## src/rtl/dual_div_pkg.sv

```systemverilog
package dual_div_pkg;

   typedef struct packed {
      logic half;
      logic slow;
      logic mark;
   } div_out_t;

   function automatic int ratio_max(input int a, input int b);
      return (a > b) ? a : b;
   endfunction

   function automatic bit ratio_ok(input int r);
      return (r >= 4) && ((r % 2) == 0);
   endfunction

endpackage

```

## src/rtl/div_run_sampler.sv

```systemverilog
module div_run_sampler (
   input  logic clk_in,
   input  logic mrst,
   input  logic run_en,
   output logic run_q
);

   // Captured while the input clock is low, so no runt pulse reaches the counter
   always_ff @(negedge clk_in or posedge mrst) begin
      if (mrst) run_q <= 1'b0;
      else      run_q <= run_en;
   end

endmodule

```

## src/rtl/div_period_counter.sv

```systemverilog
module div_period_counter #(
   parameter int RATIO_LO = 4,
   parameter int RATIO_HI = 6,
   parameter int CNT_W    = 3
) (
   input  logic             clk_in,
   input  logic             mrst,
   input  logic             run_q,
   input  logic             sel_six,
   output logic [CNT_W-1:0] cnt_nxt,
   output logic             slow_nxt,
   output logic             wrap
);

   localparam logic [CNT_W-1:0] LO_END  = CNT_W'(RATIO_LO - 1);
   localparam logic [CNT_W-1:0] HI_END  = CNT_W'(RATIO_HI - 1);
   localparam logic [CNT_W-1:0] LO_HALF = CNT_W'(RATIO_LO / 2);
   localparam logic [CNT_W-1:0] HI_HALF = CNT_W'(RATIO_HI / 2);

   logic [CNT_W-1:0] cnt_q;
   logic             six_act;
   logic             six_nxt;
   logic [CNT_W-1:0] per_end;

   always_comb begin
      per_end  = six_act ? HI_END : LO_END;
      wrap     = (cnt_q >= per_end);
      six_nxt  = wrap ? sel_six : six_act;
      cnt_nxt  = wrap ? '0 : cnt_q + 1'b1;
      slow_nxt = six_nxt ? (cnt_nxt < HI_HALF) : (cnt_nxt < LO_HALF);
   end

   // Reset parks the count on the last state, so the first edge opens a period
   always_ff @(posedge clk_in or posedge mrst) begin
      if (mrst) begin
         cnt_q   <= LO_END;
         six_act <= 1'b0;
      end else if (run_q) begin
         cnt_q   <= cnt_nxt;
         six_act <= six_nxt;
      end
   end

   assert_select_steady_R8: assert property (@(posedge clk_in) disable iff (mrst)
      (run_q && !wrap) |=> $stable(six_act));

   assert_count_frozen_R6: assert property (@(posedge clk_in) disable iff (mrst)
      !run_q |=> $stable(cnt_q));

endmodule

```

## src/rtl/div_out_stage.sv

```systemverilog
module div_out_stage
   import dual_div_pkg::*;
#(
   parameter int CNT_W = 3
) (
   input  logic             clk_in,
   input  logic             mrst,
   input  logic             run_q,
   input  logic [CNT_W-1:0] cnt_nxt,
   input  logic             slow_nxt,
   input  logic             wrap,
   output div_out_t         outs
);

   always_ff @(posedge clk_in or posedge mrst) begin
      if (mrst) begin
         outs <= '0;
      end else if (run_q) begin
         outs.half <= ~cnt_nxt[0];
         outs.slow <= slow_nxt;
         outs.mark <= wrap;
      end
   end

   assert_half_toggles_R1: assert property (@(posedge clk_in) disable iff (mrst)
      run_q |=> (outs.half != $past(outs.half)));

   assert_slow_rise_aligned_R3: assert property (@(posedge clk_in) disable iff (mrst)
      $rose(outs.slow) |-> $rose(outs.half));

   assert_mark_needs_both_R4: assert property (@(posedge clk_in) disable iff (mrst)
      outs.mark |-> (outs.half && outs.slow));

   assert_mark_single_R4: assert property (@(posedge clk_in) disable iff (mrst)
      (outs.mark && run_q) |=> !outs.mark);

   assert_hold_when_stopped_R6: assert property (@(posedge clk_in) disable iff (mrst)
      !run_q |=> ($stable(outs.half) && $stable(outs.slow) && $stable(outs.mark)));

   assert_reset_clear_R7: assert property (@(posedge clk_in)
      mrst |-> (outs == '0));

endmodule

```

## src/rtl/dual_ratio_clkdiv.sv

```systemverilog
module dual_ratio_clkdiv
   import dual_div_pkg::*;
#(
   parameter int RATIO_LO = 4,
   parameter int RATIO_HI = 6
) (
   input  logic clk_in,
   input  logic mrst,
   input  logic run_en,
   input  logic sel_six,
   output logic half_clk,
   output logic slow_clk,
   output logic sync_mark
);

   localparam int RATIO_TOP = ratio_max(RATIO_LO, RATIO_HI);
   localparam int CNT_W     = $clog2(RATIO_TOP);

   generate
      if (!ratio_ok(RATIO_LO)) begin : g_bad_lo
         $error("RATIO_LO must be even and at least 4");
      end
      if (!ratio_ok(RATIO_HI)) begin : g_bad_hi
         $error("RATIO_HI must be even and at least 4");
      end
   endgenerate

   logic             run_q;
   logic [CNT_W-1:0] cnt_nxt;
   logic             slow_nxt;
   logic             wrap;
   div_out_t         outs;

   div_run_sampler u_run (
      .clk_in (clk_in),
      .mrst   (mrst),
      .run_en (run_en),
      .run_q  (run_q)
   );

   div_period_counter #(
      .RATIO_LO (RATIO_LO),
      .RATIO_HI (RATIO_HI),
      .CNT_W    (CNT_W)
   ) u_cnt (
      .clk_in   (clk_in),
      .mrst     (mrst),
      .run_q    (run_q),
      .sel_six  (sel_six),
      .cnt_nxt  (cnt_nxt),
      .slow_nxt (slow_nxt),
      .wrap     (wrap)
   );

   div_out_stage #(
      .CNT_W (CNT_W)
   ) u_out (
      .clk_in   (clk_in),
      .mrst     (mrst),
      .run_q    (run_q),
      .cnt_nxt  (cnt_nxt),
      .slow_nxt (slow_nxt),
      .wrap     (wrap),
      .outs     (outs)
   );

   assign half_clk  = outs.half;
   assign slow_clk  = outs.slow;
   assign sync_mark = outs.mark;

   assert_idle_low_R9: assert property (@(posedge clk_in) disable iff (mrst)
      (!run_q && !$past(run_q) && !$past(half_clk)) |-> !half_clk);

endmodule

```

## config.mk

```make
export PLATFORM = sky130hd
export DESIGN_NAME = dual_ratio_clkdiv
export DESIGN_NICKNAME = d
export VERILOG_FILES = /design/src/rtl/dual_div_pkg.sv /design/src/rtl/div_run_sampler.sv /design/src/rtl/div_period_counter.sv /design/src/rtl/div_out_stage.sv /design/src/rtl/dual_ratio_clkdiv.sv
export SDC_FILE = /design/constraint.sdc
export NUM_CORES = 1
export LEC_CHECK = 0
export CORE_AREA = 5 5 42 44
export CTS_CLUSTER_DIAMETER = 80
export DETAILED_ROUTE_END_ITERATION = 7
export DIE_AREA = 0 0 47 49
export MAX_ROUTING_LAYER = met4
export PLACE_DENSITY_LB_ADDON = 0.3
export SYNTH_ARGS = -nofsm -noshare
export SYNTH_HDL_FRONTEND = slang
export SYNTH_SLANG_ARGS = --single-unit
```

## constraint.sdc

```tcl
create_clock -name clk_in -period 1.4 [get_ports clk_in]
set_input_delay 0.35 -clock clk_in [delete_from_list [all_inputs] [get_ports clk_in]]
set_output_delay 0.35 -clock clk_in [all_outputs]
set_load 0.02 [all_outputs]
```

## After elaboration in Yosys (flattened, before gate mapping)

Index checks and enable logic that the tools add are counted.

- Add/subtract/negate cells: 1
- Multiplexer cells: 4
- Bitwise operators: 1
- Magnitude comparators: 3

Operators with widths:

| cell | number |
|---|---|
| less-than comparator 3 x 2 -> 1 bit (second input constant) | 2 |
| 2-to-1 mux 3 bit | 2 |
| adder 3 x 1 -> 3 bit (second input constant) | 1 |
| greater-or-equal comparator 3 bit | 1 |
| 2-to-1 mux 1 bit | 2 |
| NOT 1 bit | 1 |

- Register bits: 8
- Bits of input ports: 4

## Longest topological paths before layout

Gate-level depths: netlist of the first run.

- Depth after elaboration: 5
- Depth in mapped cells: 5
- Gate-level depth less buffers: 5

## Modules after synthesis

Synthesis of the first run repeated with hierarchy kept, for this count alone.

- Cell total of the unflattened synthesis: 40
- Area, all modules: 430.4 um^2

Modules (own cells, without submodules):

| module | area an instance (um^2) | instances | cells an instance |
|---|---|---|---|
| div_period_counter | 291.5 | 1 | 30 |
| div_out_stage | 110.1 | 1 | 8 |
| div_run_sampler | 28.8 | 1 | 2 |

==> results.toml, run 1 <==
[logic_synthesis]
synthFlopType = "dfrtp_1"
synth-seq-cells = 8
ys_types = 21
synth_edf_count = 0
synth_most_common_cell = "dfrtp_1"
yosysSeqAreaShare_pct = 51.43
synth_fp_nets = 43
netlist_top_cells_count = "dfrtp_1, inv_1, ha_1, nor2b_1"
synth_top_cell_by_area = "dfrtp_1"
synth_warnings = 0
synth_top_area_share_pct = 31.75
async_flop_share_pct = 100.0
synth.area.top_cells = "dfrtp_1, dfstp_2, ha_1"
synth_area_um2 = 394.1
synthCells = 36
avgSynthCellArea_um2 = 10.95

[timing]
tightest_slew_ns = 0.2261
fin_ws_ns = -0.3144
finalHoldViolCount = 0
slew_violations = 0
final.setup.tns_ns = -1.394
rsz0062_at_grt = "true"
finalHoldWorstSlack_ns = 0.4054
finalSetupViolations = 7
finClkSkew_ns = 0.01152
relSlewSlack_pct = 84.93

[worst_setup_path]
cpMaxStageDelayCell = "dfrtn_1"
crit_type = "reg -> reg"
cp_max_fo = 8
critPathArrivalTime_ns = 1.84
worstPathCellList = "buf_4 -> and4_1 -> a221o_1"
endpoint_kind = "flop"
start_kind = "flop"
crit_path_max_incr_delay_ns = 0.33
cp_num_buf_inv = 1
critPathTopFamily = "flip-flops"
cp_data_required_time_ns = 1.53

[power]
p_int_mw = 0.8073
ir_drop_v = 0.0009758
power_leakage_nw = 0.2572
clkPwrFrac_pct = 15.0
switching_share_pct = 35.78
p_seq_share_pct = 33.6
switchingPower_mw = 0.4497
power_density_mw_per_mm2 = 2310
power_frac_comb_pct = 51.4

[placement]
gp_congestion = 0.7268
dp_hpwl_um = 573.2
io_buffers = 6

[cells_and_area]
layout.nets = 59
n_antenna_cell = 0
fillers = 155
regArea_um2 = 202.7
area_growth_pct = 38.10
drive_above_1_share_pct = 31.37
multi_input_area_um2 = 178.9

[clocking]
ctsLongestPathBuffers = 2
htreeDepth = 1
ctsHoldBuffers = 0
clock-sinks = 8
clk_pin_slew_worst_paths_ns = 0.06
numCtsBuffers = 3
cts_tree = "built"
clock-root-buffer = "clkbuf_4"
insertion_delay_ns = 0.26

[hold_path]
hold_class = "in -> async"

[drt]
wl_per_cell_um = 10.69
firstDrtPassIters = 2
vias = 315
drt_iter0_drc = 3
via_per_inst = 4.701
antenna_left = 0
routed_wirelength_um = 716
drc = 0

[floorplanning]
die_area_mm2 = 0.002303
num_rows = 14
dieWidth_um = 47
start_util_pct = 28.13
die_h_um = 49
core_area_mm2 = 0.001401
ioPinCount = 7

[grt]
antenna_found_initial = 0
gr-total-overflow = 0
grt_pass1_wl_um = 1304
grt_start_max_net_pins = 9
grt_pass1_vias = 297
track_usage_pct = 7.715

[job]
drv_cap = 0

[run_status]
violations = "negative setup slack"
status = "finished with violations"
[worst register-to-register path: stages (launching register included)]
cell	delay [ns]
dfrtn_1	0.33
buf_4	0.16
and4_1	0.14
a221o_1	0.25
[cell type report]
| class | count | area share [%] |
|---|---|---|
| clock buffer | 4 | 4.828 |
| multi-input combinational | 23 | 32.87 |
| timing repair buffer | 12 | 18.62 |
| tap | 16 | 3.678 |
| sequential | 8 | 37.24 |
| inverter | 4 | 2.759 |
[state kept, by name (all words and copies together) (netlist names)]
signal and count:
u_run.run_q 1, u_out.outs 3, u_cnt.cnt_q 3, u_cnt.six_act 1
[path summary, 6_finish.rpt]
kind,endpoint,depth (start not counted),from,slack (ns)
max,u_cnt.cnt_q[2],3,u_run.run_q,-0.31
max reg2reg,u_cnt.cnt_q[2],3,u_run.run_q,-0.31
max in group asynchronous,u_run.run_q,2,mrst,0.43
min,u_out.outs[2],3,mrst,0.41
min in group clk_in,u_out.outs[2],1,u_out.outs[2],0.48
min reg2reg,u_out.outs[2],1,u_out.outs[2],0.48
[per-stage QoR]
step           util (%)  total power [mW]  instances  cell area, um2  worst slack (ns)
5_1_grt           38.84             1.367         67           544.3           -0.3394
4_1_cts           38.84             1.278         67           544.3           -0.3197
2_1_floorplan         -            0.8408         36           400.4           -0.2797
3_5_place_dp      36.96             1.093         63           518.0           -0.3114
6_report          38.84             1.257         67           544.3           -0.3144
3_3_place_gp      36.96             1.087         63           518.0           -0.3011
[kinds of logic after synthesis]
logic type	synth area share [%]
AOI/OAI and AO/OA	16.51
adders and majority gates	9.525
buffers and inverters	5.077
DFF	51.43
muxes	2.857
and+or+nand+nor	14.60
[cells in the final DEF, fill, tap and decap left out, drive strengths merged, types with 2 or more instances in the layout]
cell type      n
a21oi          3
buf            6
clkbuf         4
clkdlybuf4s50  3
dfrtp          5
dfstp          2
dlygate4sd2    3
ha             3
inv            4
nand3          2
nor2           2
nor2b          3
[repair_timing]
item                       in CTS  in global routing
gates resized for setup         4                  0
setup buffers                   0                  0
cloned                          0                  0
setup endpoints to repair      10                  7
[routing by layer]
layer  wire, um  track usage (%)  part of all wire [%]  vias up
met5          0                -                     0        -
met4          0            2.765                     0        0
met3         27            2.214                   3.8        0
met2        349            11.09                    49        4
met1        340            10.14                    47      153
li1           -                -                     -      158
[power by group through the flow]
stage / clock, mW / sequential [mW] / combinational (mW)
6_report: 0.189 / 0.422 / 0.646
5_1_grt: 0.209 / 0.444 / 0.714
4_1_cts: 0.198 / 0.426 / 0.654
3_5_place_dp: 0 / 0.430 / 0.663
3_3_place_gp: 0 / 0.428 / 0.658
2_1_floorplan: 0 / 0.470 / 0.371
No activity file was read; power rests on OpenSTA's default activity.
==> run 2: changes to the inputs <==
--- a/config.mk
+++ b/config.mk
@@ -9,8 +9,9 @@
 export CTS_CLUSTER_DIAMETER = 80
 export DETAILED_ROUTE_END_ITERATION = 7
 export DIE_AREA = 0 0 47 49
+export GPL_TIMING_DRIVEN = 0
 export MAX_ROUTING_LAYER = met4
-export PLACE_DENSITY_LB_ADDON = 0.3
+export PLACE_DENSITY_LB_ADDON = 0.2
 export SYNTH_ARGS = -nofsm -noshare
 export SYNTH_HDL_FRONTEND = slang
 export SYNTH_SLANG_ARGS = --single-unit
==> run 2 against run 1 <==
- the run still ends with negative setup slack left
- die area stayed put
- worst setup slack barely moved
- global-route usage decreased by 0.44 points
- critical path depth stayed put
- cell count fell by 7.5%
- critical endpoint unchanged
- largest cell class unchanged
==> results.toml, run 2 (synthesis results as in run 1) <==
[run_status]
status = "finished with violations"
violations = "negative setup slack"

[worst_setup_path]
cp_num_buf_inv = 1
cp_max_fo = 10
cpMaxStageDelayCell = "dfrtn_1"
cp_data_required_time_ns = 1.54
rrSetupSlack_ns = -0.31
worstPathCellList = "buf_4 -> and4_1 -> a221o_1"
r2r_cells = 3
critPathTopFamily = "flip-flops"
crit_type = "reg -> reg"
crit_path_max_incr_delay_ns = 0.34
endpoint_kind = "flop"
cp.depth = 3
start_kind = "flop"
critPathArrivalTime_ns = 1.85

[cells_and_area]
fillers = 152
final_area_um2 = 506.7
regArea_um2 = 202.7
mostFrequentLayoutCells = "dfrtp_1, inv_1"
layout.nets = 54
fin_util_pct = 36.16
area_growth_pct = 28.57
drive_above_1_share_pct = 23.91
reg.largest.list = "u_cnt.cnt_q (3), u_out.outs (3)"
finalNonFillerCells = 62
n_antenna_cell = 0
multi_input_area_um2 = 178.9
layout_commonest_cell = "dfrtp_1"

[power]
switching_share_pct = 37.07
power_leakage_nw = 0.2333
clkPwrFrac_pct = 16.0
switchingPower_mw = 0.4406
p_int_mw = 0.7478
p_seq_share_pct = 36.5
power_density_mw_per_mm2 = 2345
power_frac_comb_pct = 47.5
ir_drop_v = 0.001028
p_total_mw = 1.188

[floorplanning]
die_area_mm2 = 0.002303
ioPinCount = 7
core_area_mm2 = 0.001401
dieWidth_um = 47
num_rows = 14
start_util_pct = 28.13
die_h_um = 49

[drt]
routed_wirelength_um = 715
firstDrtPassIters = 2
drt_iter0_drc = 5
via_per_inst = 4.774
wl_per_cell_um = 11.53
antenna_left = 0
vias = 296
drc = 0

[grt]
grt_start_max_net_pins = 11
grt_pass1_wl_um = 1221
gr-total-overflow = 0
grt_pass1_vias = 281
track_usage_pct = 7.278
antenna_found_initial = 0

[timing]
rsz0062_at_grt = "true"
finalHoldWorstSlack_ns = 0.3439
tightest_slew_ns = 0.3043
fin_ws_ns = -0.3141
slew_violations = 0
finClkSkew_ns = 0.01189
final.setup.tns_ns = -1.398
relSlewSlack_pct = 79.69
finalSetupViolations = 7
finalHoldViolCount = 0

[clocking]
clock-sinks = 8
insertion_delay_ns = 0.25
cts_tree = "built"
clk_pin_slew_worst_paths_ns = 0.07
ctsLongestPathBuffers = 2
cts_setup_buffers = 0
htreeDepth = 1
numCtsBuffers = 3
clock-root-buffer = "clkbuf_4"

[placement]
dp_hpwl_um = 562.1
gp_congestion = 0.7637
io_buffers = 6
postPlaceCellArea_um2 = 480.5
dp_slack_ns = -0.3103
dp_cells = 58

[hold_path]
hold_class = "in -> async"

[job]
drv_cap = 0
==> run 2: changes by cell type in the layout (fill, tap and decap cells not counted), sizes merged <==
cell / change
buf: -5
==> run 2: timing repair <==
action / CTS / global route
hold buffers: 0 / 0
endpoints found under the setup margin: 10 / 7
gates resized for setup: 4 / 0
endpoints found under the hold margin: 0 / 0
==> run 2: power by group through the flow <==
stage	logic (mW)	clock network [mW]	registers (mW)
2_1_floorplan	0.371	0	0.470
3_3_place_gp	0.568	0	0.430
3_5_place_dp	0.576	0	0.438
4_1_cts	0.570	0.194	0.436
5_1_grt	0.628	0.216	0.448
6_report	0.564	0.190	0.434
==> run 2: final cells by class <==
class,count,area share (%)
buffer,1,1.481
clock buffer,4,5.185
inverter,4,2.963
multi-input combinational,23,35.31
sequential,8,40.00
tap,16,3.951
timing repair buffer,6,11.11
==> run 2: worst paths after layout <==
| path | start | to |
|---|---|---|
| setup / recovery | u_run.run_q | u_cnt.cnt_q[2] |
| hold / removal | mrst | u_out.outs[0] |
| setup reg to reg | u_run.run_q | u_cnt.cnt_q[2] |
| hold reg to reg | u_out.outs[2] | u_out.outs[2] |
| max in group asynchronous | mrst | u_run.run_q |
| min in group clk_in | u_out.outs[2] | u_out.outs[2] |
==> run 2: worst register-to-register path: cells and delay by family, from the launching register on <==
kind / cells / cell delay (ns)
DFF: 1 / 0.34
AOI/OAI and AO/OA: 1 / 0.25
buffers and inverters: 1 / 0.17
and+or+nand+nor: 1 / 0.15
==> run 2: routing by layer <==
metal | part of all wire [%] | wire length, um | vias up | global-route usage, %
li1 | - | - | 146 | -
met1 | 45 | 320 | 146 | 9.234
met2 | 51 | 368 | 4 | 10.63
met3 | 3.6 | 26 | 0 | 3.321
met4 | 0 | 0 | 0 | 1.382
met5 | 0 | 0 | - | -
